File: config.mk
export PLATFORM = sky130hd
export DESIGN_NAME = spi_ram_master
export DESIGN_NICKNAME = d
export VERILOG_FILES = /design/src/rtl/spi_ram_pkg.sv /design/src/rtl/spi_ram_seq.sv /design/src/rtl/spi_ram_txsr.sv /design/src/rtl/spi_ram_rx.sv /design/src/rtl/spi_ram_master.sv
export SDC_FILE = /design/constraint.sdc
export NUM_CORES = 1
export LEC_CHECK = 0
export ABC_CLOCK_PERIOD_IN_PS = 4900
export BUFFER_PORTS_ARGS = -buffer_cell sky130_fd_sc_hd__buf_2
export CAP_MARGIN = 40
export CORE_UTILIZATION = 50
export DETAILED_ROUTE_END_ITERATION = 8
export HOLD_SLACK_MARGIN = 0.12
export PLACE_DENSITY = 0.82
export SYNTH_ARGS = -nofsm -noshare
export SYNTH_HDL_FRONTEND = slang
export SYNTH_SLANG_ARGS = --single-unit
File: constraint.sdc
create_clock -name clk -period 4.9 [get_ports clk]
set_clock_uncertainty 0.2 [all_clocks]
set_input_delay 0.735 -clock clk [delete_from_list [all_inputs] [get_ports clk]]
set_output_delay 0.735 -clock clk [all_outputs]
set_load 0.005 [all_outputs]
File: src/rtl/spi_ram_pkg.sv
package spi_ram_pkg;
  localparam logic [7:0] OP_READ  = 8'h03;
  localparam logic [7:0] OP_WRITE = 8'h02;

  typedef enum logic [1:0] {
    ST_IDLE  = 2'd0,
    ST_SHIFT = 2'd1,
    ST_TAIL  = 2'd2
  } seq_state_t;

  // total serial bits in one access
  function automatic int frame_bits(input int cmd_w, input int addr_w, input int data_w);
    return cmd_w + addr_w + data_w;
  endfunction

  // first bit index belonging to the data byte
  function automatic int data_start(input int frame_w, input int data_w);
    return frame_w - data_w;
  endfunction
endpackage

File: src/rtl/spi_ram_seq.sv
module spi_ram_seq #(
  parameter int FRAME_W = 32,
  parameter int DATA_W  = 8
) (
  input  logic clk,
  input  logic rst_n,
  input  logic start,
  output logic cs_n,
  output logic sck,
  output logic ev_load,
  output logic ev_rise,
  output logic ev_fall,
  output logic ev_end,
  output logic data_phase
);
  import spi_ram_pkg::*;

  localparam int CNT_W = $clog2(FRAME_W + 1);
  localparam logic [CNT_W-1:0] LAST_BIT = CNT_W'(FRAME_W - 1);
  localparam logic [CNT_W-1:0] DATA_LO  = CNT_W'(data_start(FRAME_W, DATA_W));

  seq_state_t       state_q;
  logic             sck_q;
  logic             cs_n_q;
  logic [CNT_W-1:0] cnt_q;
  logic             last_fall;

  assign ev_load    = (state_q == ST_IDLE) && start;
  assign ev_rise    = (state_q == ST_SHIFT) && !sck_q;
  assign ev_fall    = (state_q == ST_SHIFT) && sck_q;
  assign last_fall  = ev_fall && (cnt_q == LAST_BIT);
  assign ev_end     = (state_q == ST_TAIL);
  assign data_phase = (state_q == ST_SHIFT) && (cnt_q >= DATA_LO);
  assign cs_n       = cs_n_q;
  assign sck        = sck_q;

  always_ff @(posedge clk or negedge rst_n) begin
    if (!rst_n) begin
      state_q <= ST_IDLE;
      sck_q   <= 1'b0;
      cs_n_q  <= 1'b1;
      cnt_q   <= '0;
    end else begin
      unique case (state_q)
        ST_IDLE: begin
          if (start) begin
            state_q <= ST_SHIFT;
            cs_n_q  <= 1'b0;
            cnt_q   <= '0;
            sck_q   <= 1'b0;
          end
        end
        ST_SHIFT: begin
          sck_q <= ~sck_q;
          if (sck_q) cnt_q <= cnt_q + 1'b1;
          if (last_fall) state_q <= ST_TAIL;
        end
        ST_TAIL: begin
          cs_n_q  <= 1'b1;
          state_q <= ST_IDLE;
        end
        default: state_q <= ST_IDLE;
      endcase
    end
  end
endmodule

File: src/rtl/spi_ram_txsr.sv
module spi_ram_txsr #(
  parameter int FRAME_W = 32
) (
  input  logic               clk,
  input  logic               rst_n,
  input  logic               load,
  input  logic [FRAME_W-1:0] load_word,
  input  logic               shift,
  output logic               mosi
);
  logic [FRAME_W-1:0] sr_q;

  assign mosi = sr_q[FRAME_W-1];

  always_ff @(posedge clk or negedge rst_n) begin
    if (!rst_n)     sr_q <= '0;
    else if (load)  sr_q <= load_word;
    else if (shift) sr_q <= {sr_q[FRAME_W-2:0], 1'b0};
  end
endmodule

File: src/rtl/spi_ram_rx.sv
module spi_ram_rx #(
  parameter int DATA_W = 8
) (
  input  logic              clk,
  input  logic              rst_n,
  input  logic              sample,
  input  logic              miso,
  input  logic              commit,
  output logic [DATA_W-1:0] rd_data,
  output logic              rd_valid
);
  logic [DATA_W-1:0] col_q;
  logic [DATA_W-1:0] data_q;
  logic              valid_q;

  always_ff @(posedge clk or negedge rst_n) begin
    if (!rst_n) begin
      col_q   <= '0;
      data_q  <= '0;
      valid_q <= 1'b0;
    end else begin
      if (sample) col_q <= {col_q[DATA_W-2:0], miso};
      if (commit) data_q <= col_q;
      valid_q <= commit;
    end
  end

  assign rd_data  = data_q;
  assign rd_valid = valid_q;
endmodule

File: src/rtl/spi_ram_master.sv
module spi_ram_master #(
  parameter int CMD_W  = 8,
  parameter int ADDR_W = 16,
  parameter int DATA_W = 8
) (
  input  logic              clk,
  input  logic              rst_n,
  input  logic              start,
  input  logic [CMD_W-1:0]  cmd,
  input  logic [ADDR_W-1:0] addr,
  input  logic [DATA_W-1:0] wdata,
  input  logic              miso,
  output logic              cs_n,
  output logic              sck,
  output logic              mosi,
  output logic [DATA_W-1:0] rd_data,
  output logic              rd_valid,
  output logic              done
);
  import spi_ram_pkg::*;

  localparam int FRAME_W = frame_bits(CMD_W, ADDR_W, DATA_W);

  // named internal events, also used by the bound checker
  logic ev_load, ev_rise, ev_fall, ev_end, data_phase;
  logic rd_frame_q;
  logic done_q;
  logic is_read_cmd;
  logic [FRAME_W-1:0] load_word;

  assign is_read_cmd = (cmd == CMD_W'(OP_READ));
  assign load_word   = {cmd, addr, is_read_cmd ? {DATA_W{1'b0}} : wdata};

  spi_ram_seq #(.FRAME_W(FRAME_W), .DATA_W(DATA_W)) u_seq (
    .clk(clk), .rst_n(rst_n), .start(start),
    .cs_n(cs_n), .sck(sck),
    .ev_load(ev_load), .ev_rise(ev_rise), .ev_fall(ev_fall),
    .ev_end(ev_end), .data_phase(data_phase)
  );

  spi_ram_txsr #(.FRAME_W(FRAME_W)) u_tx (
    .clk(clk), .rst_n(rst_n), .load(ev_load), .load_word(load_word),
    .shift(ev_fall), .mosi(mosi)
  );

  spi_ram_rx #(.DATA_W(DATA_W)) u_rx (
    .clk(clk), .rst_n(rst_n),
    .sample(ev_rise && data_phase && rd_frame_q),
    .miso(miso),
    .commit(ev_end && rd_frame_q),
    .rd_data(rd_data), .rd_valid(rd_valid)
  );

  always_ff @(posedge clk or negedge rst_n) begin
    if (!rst_n) begin
      rd_frame_q <= 1'b0;
      done_q     <= 1'b0;
    end else begin
      if (ev_load) rd_frame_q <= is_read_cmd;
      done_q <= ev_end;
    end
  end

  assign done = done_q;
endmodule

# ---- Word-level counts from Yosys, hierarchy flattened
# Index checks and enable logic that the tools add are counted.
dict set report classes {
  addsub 1
  magnitude_cmp 1
  eq_ne 7
  n_mux 12
  n_bitwise 1
  reduce_logical 17
}
# op n
set op_table {}
lappend op_table {{32-bit two-way mux} 2}
lappend op_table {{6-bit two-way mux} 2}
lappend op_table {{6-bit one-hot mux with 2 select lines} 1}
lappend op_table {{8-bit by 2-bit equality test with 1-bit output (second input constant)} 1}
lappend op_table {{1-bit logical AND} 8}
lappend op_table {{8-bit two-way mux} 1}
lappend op_table {{6-bit by 1-bit adder with 6-bit output (second input constant)} 1}
lappend op_table {{6-bit by 5-bit equality test with 1-bit output (second input constant)} 1}
lappend op_table {{6-bit by 5-bit greater-or-equal comparator with 1-bit output (second input constant)} 1}
lappend op_table {{2-bit AND reduction} 3}
lappend op_table {{2-bit nonzero test} 3}
lappend op_table {{2-bit two-way mux} 2}
lappend op_table {{2-bit by 1-bit != test with 1-bit output (second input constant)} 2}
lappend op_table {{1-bit one-hot mux with 2 select lines} 2}
lappend op_table {{2-bit one-hot mux with 2 select lines} 1}
lappend op_table {{3-bit AND reduction} 1}
lappend op_table {{2-bit by 1-bit equality test with 1-bit output (second input constant)} 1}
lappend op_table {{2-bit equality test (second input constant)} 1}
lappend op_table {{2-bit zero test} 1}
lappend op_table {{2-bit != test (second input constant)} 1}
lappend op_table {{1-bit zero test} 1}
lappend op_table {{1-bit two-way mux} 1}
lappend op_table {{1-bit NOT} 1}
dict set report totals {
  reg_bits 61
  in_bits 36
  word_cells 49
}

# ---- Logic depth before layout (Yosys ltp)
# Gate-level depths: netlist of run 1.
dict set report depth {
  ltp_word 5
  depth_mapped 6
  ltp_nobuf 4
}

# ---- Hierarchy
# From an unflattened synthesis of run 1, not the netlist that was laid out.
dict set report hier_totals {
  hier_cells 245
  area_unflattened_um2 2920.3
}
# mod instances cells_per_inst area_per_inst_um2 seq_area_each_um2
set by_module_without_submodules {}
lappend by_module_without_submodules {spi_ram_txsr 1 139 1512.7 800.8}
lappend by_module_without_submodules {spi_ram_rx 1 35 688.2 425.4}
lappend by_module_without_submodules {spi_ram_seq 1 54 545.5 251.5}
lappend by_module_without_submodules {spi_ram_master 1 17 173.9 50.0}

# ---- Least setup slack after synthesis of run 1
# Ideal clock, no wire load.
dict set report synth_timing {
  path_type {input to register}
  from {input cmd[5]}
  to {register u_tx.sr_q[1]}
  setup_time_ns 0.126
  t_arrival_ns 1.711
  slack_ns 2.862
  path_stages 3
  n_path_buf 0
  path_cell_list {nor4_1 -> a41oi_2 -> a221o_1}
}
dict set report synth_between {
  elab_chain_cells 3
}
# item line
set synth_rtl {}
lappend synth_rtl {{start: declaration} spi_ram_master.sv:9} ;# input logic [CMD_W-1:0] cmd,
lappend synth_rtl {{8-bit by 2-bit equality test with 1-bit output} spi_ram_master.sv:31} ;# assign is_read_cmd = (cmd == CMD_W'(OP_READ));
lappend synth_rtl {{8-bit two-way mux} spi_ram_master.sv:32} ;# assign load_word = {cmd, addr, is_read_cmd ? {DATA_W{1'b0}} : wdata};
lappend synth_rtl {{32-bit two-way mux} spi_ram_txsr.sv:17} ;# else if (load) sr_q <= load_word;
lappend synth_rtl {{end signal: assignment} spi_ram_txsr.sv:17}
lappend synth_rtl {{end signal: assignment} spi_ram_txsr.sv:18} ;# else if (shift) sr_q <= {sr_q[FRAME_W-2:0], 1'b0};
lappend synth_rtl {{end: declaration} spi_ram_txsr.sv:11} ;# logic [FRAME_W-1:0] sr_q;
# No other way between the ends.
# A chain may end at the register's enable or synchronous reset.

# ---- Final worst setup path of run 1
dict set report layout_timing {
  from {register u_seq.state_q[0]}
  to {register u_tx.sr_q[31]}
}
dict set report layout_between {
  elab_chain_cells 3
}
# item line
set layout_rtl {}
lappend layout_rtl {{start: declaration} spi_ram_seq.sv:22} ;# seq_state_t state_q;
lappend layout_rtl {{start signal: assignment} spi_ram_seq.sv:39} ;# state_q <= ST_IDLE;
lappend layout_rtl {{start signal: assignment} spi_ram_seq.sv:47} ;# state_q <= ST_SHIFT;
lappend layout_rtl {{start signal: assignment} spi_ram_seq.sv:56} ;# if (last_fall) state_q <= ST_TAIL;
lappend layout_rtl {{2-bit by 1-bit equality test with 1-bit output or 2-bit zero test (tied branches)} {spi_ram_seq.sv:30, spi_ram_seq.sv:28}}
lappend layout_rtl {{1-bit logical AND (on tied branches)} {spi_ram_seq.sv:30, spi_ram_seq.sv:28}}
lappend layout_rtl {{2-bit nonzero test (no source line) or 32-bit two-way mux (tied branches)} -}
# Several ways; a longest one is shown, not always the timed one.

==> results.yml, run 1 <==
status:
  status: "finished clean"
cells_and_area:
  fin_nets: 331
  instances_no_fill: 368
  area_growth_pct: 18.64
  antenna_cells: 0
  fill_cells: 416
  final_cell_area_um2: 3321
  layout-drive-gt1-share_pct: 29.19
placed_design:
  hpwl_mm: 3.609
  port_buffers: 48
  gp_congestion: 0.7770
  dp.cells: 352
  placed_area_um2: 3103
timing:
  rsz0062_at_grt: "no"
  drv_slew: 0
  period_needed_ps: 2386
  setup_viol: 0
  tns_ps: 0
  relSlewSlack_pct: 49.70
  hold_violations: 0
  timing.fmax_mhz: 419.1
  worstMarginPinSlew_ps: 754.5
  final.period_utilization_pct: 48.69
clocking:
  post_cts_buffers: 0
  numCtsBuffers: 9
  cts_max_level: 3
  cts_tree: "built"
  cts_hold_buf: 0
  path_clk_slew_ps: 70
  cts_buffer_depth: 2
  clockRootBuffer: "clkbuf_8"
  numClockSinks: 61
  cts_resized: 0
  clk_latency_ps: 340
yosys:
  ys_async_sr_fraction_pct: 100.0
  syn-cell-area_um2: 2799
  synthCells: 244
  synth_edf_count: 0
  ys_ff_latch: 61
  synth_common_cells: "dfrtp_1, nand3_1, o21ai_0"
  syn_nets: 282
  synth.area.top_cells: "dfrtp_1, mux2i_1, mux2_2"
  yosys.area.top_type: "dfrtp_1"
  synth.most_common_cell: "dfrtp_1"
  yosys_warnings: 0
  synthFlopType: "dfrtp_1"
  ys_types: 41
  syn_avg_cell_area_um2: 11.47
  synth_top_area_share_pct: 53.64
  ys_seq_area_share_pct: 54.58
worst_setup_path:
  crit_required_ps: 4910
  rr_startpoint: "u_seq.state_q[0]"
  crit_fanout: 23
  reg2reg_depth: 5
  crit_path_start_kind: "flop"
  cp-end-kind: "flop"
  worst_r2r_endpoint: "u_tx.sr_q[31]"
  critical_path_class: "flop to flop"
  cp.arrival_ps: 2400
  r2r_setup_slack_ps: 2510
global_route:
  grt_pass1_wl_mm: 9.577
  antenna_found_initial: 0
  grt_max_degree: 62
  gr-total-overflow: 0
  grt_pass1_vias: 2088
  grtUsageTotal_pct: 21.23
drt:
  drt-total-wl_mm: 5.522
  drt-pass1-iter-count: 4
  wire_per_inst_um: 15.01
  drc_errors: 0
  antenna_left: 0
  route.vias.total: 2069
  via_per_inst: 5.622
  dr.first_iter.drc_count: 113
floorplan:
  die_h_um: 76.82
  die_w_um: 76.82
  start_util_pct: 53.44
  io-pin-count: 49
  core_um2: 5238
  dieArea_um2: 5901
  rows: 26
worst_hold_path:
  worstHoldPathCells: 1
  min-delay-start: "u_tx.sr_q[0]"
  hold_end: "u_tx.sr_q[0]"
  holdCritPathClass: "flop to flop"
job:
  drv_cap: 0
power_and_ir_drop:
  peakVddDrop_mv: 0.3125
  p_per_area_nw_per_um2: 545.6
  p_leak_nw: 1.583
## power by group
group | total, mW | switching [mW] | internal, mW
Sequential | 0.743 | 0.112 | 0.632
Clock | 0.491 | 0.189 | 0.302
Combinational | 0.577 | 0.335 | 0.242
Total | 1.81 | 0.636 | 1.18
## placed cells by master (no fill, tap or decap), types with 3 or more instances in the layout
master and instances:
a21oi_1 3, a221o_1 7, a22o_1 8, a31oi_1 5
and2_1 7, buf_2 48, buf_4 4, clkbuf_1 3
clkbuf_8 10, dfrtp_1 60, inv_1 4, mux2_2 16
mux2i_1 20, nand2_1 16, nand3_1 22, nor2_1 9
o21ai_0 21, o21ai_1 3
## logic make-up (layout without fill, tap and decap cells)
kind of cell / count (synthesis) / in the layout / synth area share, %
and+or+nand+nor: 72 / 72 / 14.39
buffers and inverters: 19 / 73 / 3.218
adders and majority gates: 2 / 2 / 0.8939
DFF: 61 / 61 / 54.58
muxes: 36 / 36 / 13.59
AOI/OAI and AO/OA: 54 / 54 / 13.32
## area by class of cell
cell class	count	area [um^2]	share of cell area, %
multi-input cells	164	1187	35.76
inverters	4	15.01	0.4521
repair buffers	53	285.3	8.591
clock inverters	3	68.82	2.072
clock buffers	13	148.9	4.484
flip-flops and latches	61	1528	46.01
well taps	70	87.58	2.638
## registers in the layout, summed over array words and instances, names as in the netlist
name	count
u_tx.sr_q	32
u_rx.col_q	8
u_rx.rd_data	8
u_seq.cnt_q	6
u_seq.state_q	2
done	1
rd_frame_q	1
u_rx.rd_valid	1
u_seq.cs_n	1
u_seq.sck	1
## metal layers
layer,global-route usage (%),routed length (um)
met4,9.038,68
met2,34.11,2591
met1,25.95,2528
met3,7.262,333
met5,0,0
## through the flow
stage | total power [mW] | setup slack, ps | utilization, % | hold slack (ps)
finish | 1.812 | 2514 | 63.40 | 300.3
global route | 1.928 | 2376 | 63.40 | 316.0
CTS | 1.828 | 2522 | 63.40 | 301.5
detailed placement | 1.331 | 2289 | 59.25 | 288.2
global placement | 1.281 | 2252 | 58.96 | 281.3
floorplan | 1.167 | 2863 | - | 239.4
## worst max path at each step
| stage | from | to | slack [ps] |
|---|---|---|---|
| 3_3_place_gp | u_seq.state_q[0] | u_seq.cnt_q[4] | 2250 |
| 6_report | u_seq.state_q[0] | u_tx.sr_q[31] | 2510 |
| 3_5_place_dp | start | u_tx.sr_q[31] | 2290 |
| 2_1_floorplan | cmd[5] | u_tx.sr_q[1] | 2860 |
| 5_1_grt | u_seq.state_q[0] | u_tx.sr_q[11] | 2380 |
| 4_1_cts | u_seq.state_q[0] | u_tx.sr_q[31] | 2520 |
## worst max-delay path: stages (launching register included)
cell and delay [ps]:
dfrtp_1 730, nor3b_4 80, buf_4 260, nor2_1 560, buf_4 290, o21ai_0 110
No activity file was read; power rests on OpenSTA's default activity.
==> run 2: changes to the inputs <==
ABC_AREA = 1   (was not set)
ABC_CLOCK_PERIOD_IN_PS = 1940   (was 4900)
PLACE_DENSITY = 0.85   (was 0.82)
clock period = 1.94 ns   (was 4.9 ns; I/O delays follow)
==> results.yml, run 2 <==
worst_setup_path:
  path_delay_family: "buffers and inverters"
  crit_path_start_kind: "flop"
  cp.arrival_ps: 1750
  critical_path.max_stage_delay_ps: 390
  crit_slowest_cell: "dfrtp_1"
  cp_num_buf_inv: 3
  cp-end-kind: "flop"
  crit_fanout: 19
  crit_chain: "inv_1 > nand3_2 > buf_4 > clkinv_1 > o21ai_0 > o21ai_0"
  worst_path_most_repeated_cell: "o21ai_0"
  crit_required_ps: 1950
  critical_path_class: "flop to flop"
power_and_ir_drop:
  p_sw_share_pct: 21.35
  peakVddDrop_mv: 0.6271
  p_leak_nw: 1.872
  p_seq_share_pct: 47.6
  p_per_area_nw_per_um2: 734.5
  combPwrFrac_pct: 5.0
  power_frac_clock_pct: 47.4
  intPower_mw: 2.105
  power_mw: 2.676
  switchingPower_mw: 0.5713
drt:
  drt-total-wl_mm: 6.708
  drt-pass1-iter-count: 5
  wire_per_inst_um: 13.83
  drc_errors: 0
  dr.first_iter.drc_count: 246
  route.vias.total: 2554
  via_per_inst: 5.266
  antenna_left: 0
placed_design:
  port_buffers: 48
  gp_congestion: 0.8067
  hpwl_mm: 3.962
floorplan:
  dieArea_um2: 5829
  io-pin-count: 49
  die_h_um: 76.35
  start_util_pct: 53.10
  core_um2: 5205
  rows: 26
  die_w_um: 76.35
clocking:
  clockRootBuffer: "clkbuf_8"
  cts_buffer_depth: 2
  cts_tree: "built"
  clk_latency_ps: 340
  numClockSinks: 61
  post_cts_buffers: 0
  path_clk_slew_ps: 70
  numCtsBuffers: 9
  cts_max_level: 3
cells_and_area:
  regMostFlops: "u_tx.sr_q"
  layout_commonest_cell: "nand2_1"
  antenna_cells: 0
  fin_nets: 448
  most-common-layout-cells: "nand2_1, dfrtp_1, o21ai_0, buf_2, inv_1"
  largest_reg_flops: 32
  layout-drive-gt1-share_pct: 19.04
  fill_cells: 386
  area_growth_pct: 31.82
timing:
  period_needed_ps: 1742
  final.period_utilization_pct: 89.79
  setup_viol: 0
  worstMarginPinSlew_ps: 452.6
  drv_slew: 0
  rsz0062_at_grt: "no"
  tns_ps: 0
  relSlewSlack_pct: 69.73
  timing.fmax_mhz: 574.1
  hold_violations: 0
global_route:
  grt_max_degree: 42
  gr-total-overflow: 0
  grtUsageTotal_pct: 25.16
  grt_pass1_vias: 2539
  antenna_found_initial: 0
  grt_pass1_wl_mm: 11.34
yosys:
  yosys_warnings: 0
  ys_ff_latch: 61
  synth.most_common_cell: "nand2_1"
  synth_top_area_share_pct: 54.32
  synth_common_cells: "nand2_1, dfrtp_1, o21ai_0"
  synthCells: 324
  syn_nets: 362
  syn_avg_cell_area_um2: 8.531
  synthFlopType: "dfrtp_1"
  ys_types: 23
  yosys.area.top_type: "dfrtp_1"
  syn-cell-area_um2: 2764
  ys_seq_area_share_pct: 55.27
  synth_edf_count: 0
  synth.area.top_cells: "dfrtp_1, o21ai_0, nand2_1"
  ys_async_sr_fraction_pct: 100.0
worst_hold_path:
  holdCritPathClass: "input pin to flop"
status:
  status: "finished clean"
job:
  drv_cap: 0
[run 2: cell count changes in the layout (fill, tap and decap cells not counted), sizes merged, moves of 16 or more]
| cell | before | now |
|---|---|---|
| dlygate4sd3 | 0 | 34 |
| mux2 | 16 | 0 |
| nor2 | 9 | 33 |
| inv | 4 | 40 |
| o21ai | 24 | 56 |
| mux2i | 20 | 0 |
| nand2 | 16 | 74 |
[run 2: layout make-up]
| type | count | area, um^2 | share of cell area [%] |
|---|---|---|---|
| repair buffers | 89 | 658.1 | 18.06 |
| clock buffers | 10 | 137.6 | 3.777 |
| multi-input cells | 208 | 992.2 | 27.23 |
| inverters | 41 | 153.9 | 4.224 |
| clock inverters | 6 | 86.33 | 2.370 |
| well taps | 70 | 87.58 | 2.404 |
| flip-flops and latches | 61 | 1528 | 41.93 |
[run 2: worst reg2reg max path: cells and delay by family, from the launching register on]
kind,cells,cell delay [ps]
DFF,1,390
and+or+nand+nor,1,110
AOI/OAI and AO/OA,2,330
buffers and inverters,3,580
[run 2: what timing repair did]
item / CTS / global route
hold buffers: 34 / 0
resized for setup: 0 / 1
endpoints found under the setup margin: 0 / 8
endpoints found under the hold margin: 93 / 0
[run 2: cell families after synthesis]
| family | count (synthesis) | synth area share (%) |
|---|---|---|
| fa+ha+maj | 2 | 0.9052 |
| compound gates | 85 | 16.57 |
| buf+inv | 55 | 9.008 |
| simple gates | 121 | 18.24 |
| flops | 61 | 55.27 |
[run 2: metal layers]
layer	up-vias	track usage [%]	wire length (um)
met4	0	18.27	303
met1	1203	30.02	2767
met3	31	3.593	260
li1	1220	-	-
met5	-	0	0
met2	100	41.62	3377
[run 2: worst paths after layout]
check,start,depth (start not counted),slack [ps],endpoint
max reg2reg,u_seq.state_q[1],6,200,u_tx.sr_q[18]
max in group asynchronous,rst_n,3,670,u_seq.cs_n
min,start,4,260,u_seq.state_q[0]
min reg2reg,u_rx.rd_data[3],2,280,u_rx.rd_data[3]
max,u_seq.state_q[1],6,200,u_tx.sr_q[18]
min in group asynchronous,rst_n,2,280,u_tx.sr_q[25]
[run 2: power groups by stage]
stage	Sequential [mW]	Combinational, mW	Clock [mW]
final	1.27	0.135	1.27
after global routing	1.27	0.148	1.33
after CTS	1.27	0.131	1.28
after detailed placement	1.30	0.0787	0
after global placement	1.30	0.0762	0
after floorplan	1.30	0.00620	0
[run 2: through the flow]
stage	setup WS (ps)	instances	utilization [%]	hold WS [ps]	instance area [um^2]
after detailed placement	222.3	435	59.06	54.35	3074
after global placement	306.9	435	59.06	45.22	3074
after global routing	29.05	485	70.00	267.5	3643
after floorplan	466.0	324	-	-204.6	2764
final	198.0	485	70.00	264.5	3643
after CTS	170.6	485	69.90	214.8	3638
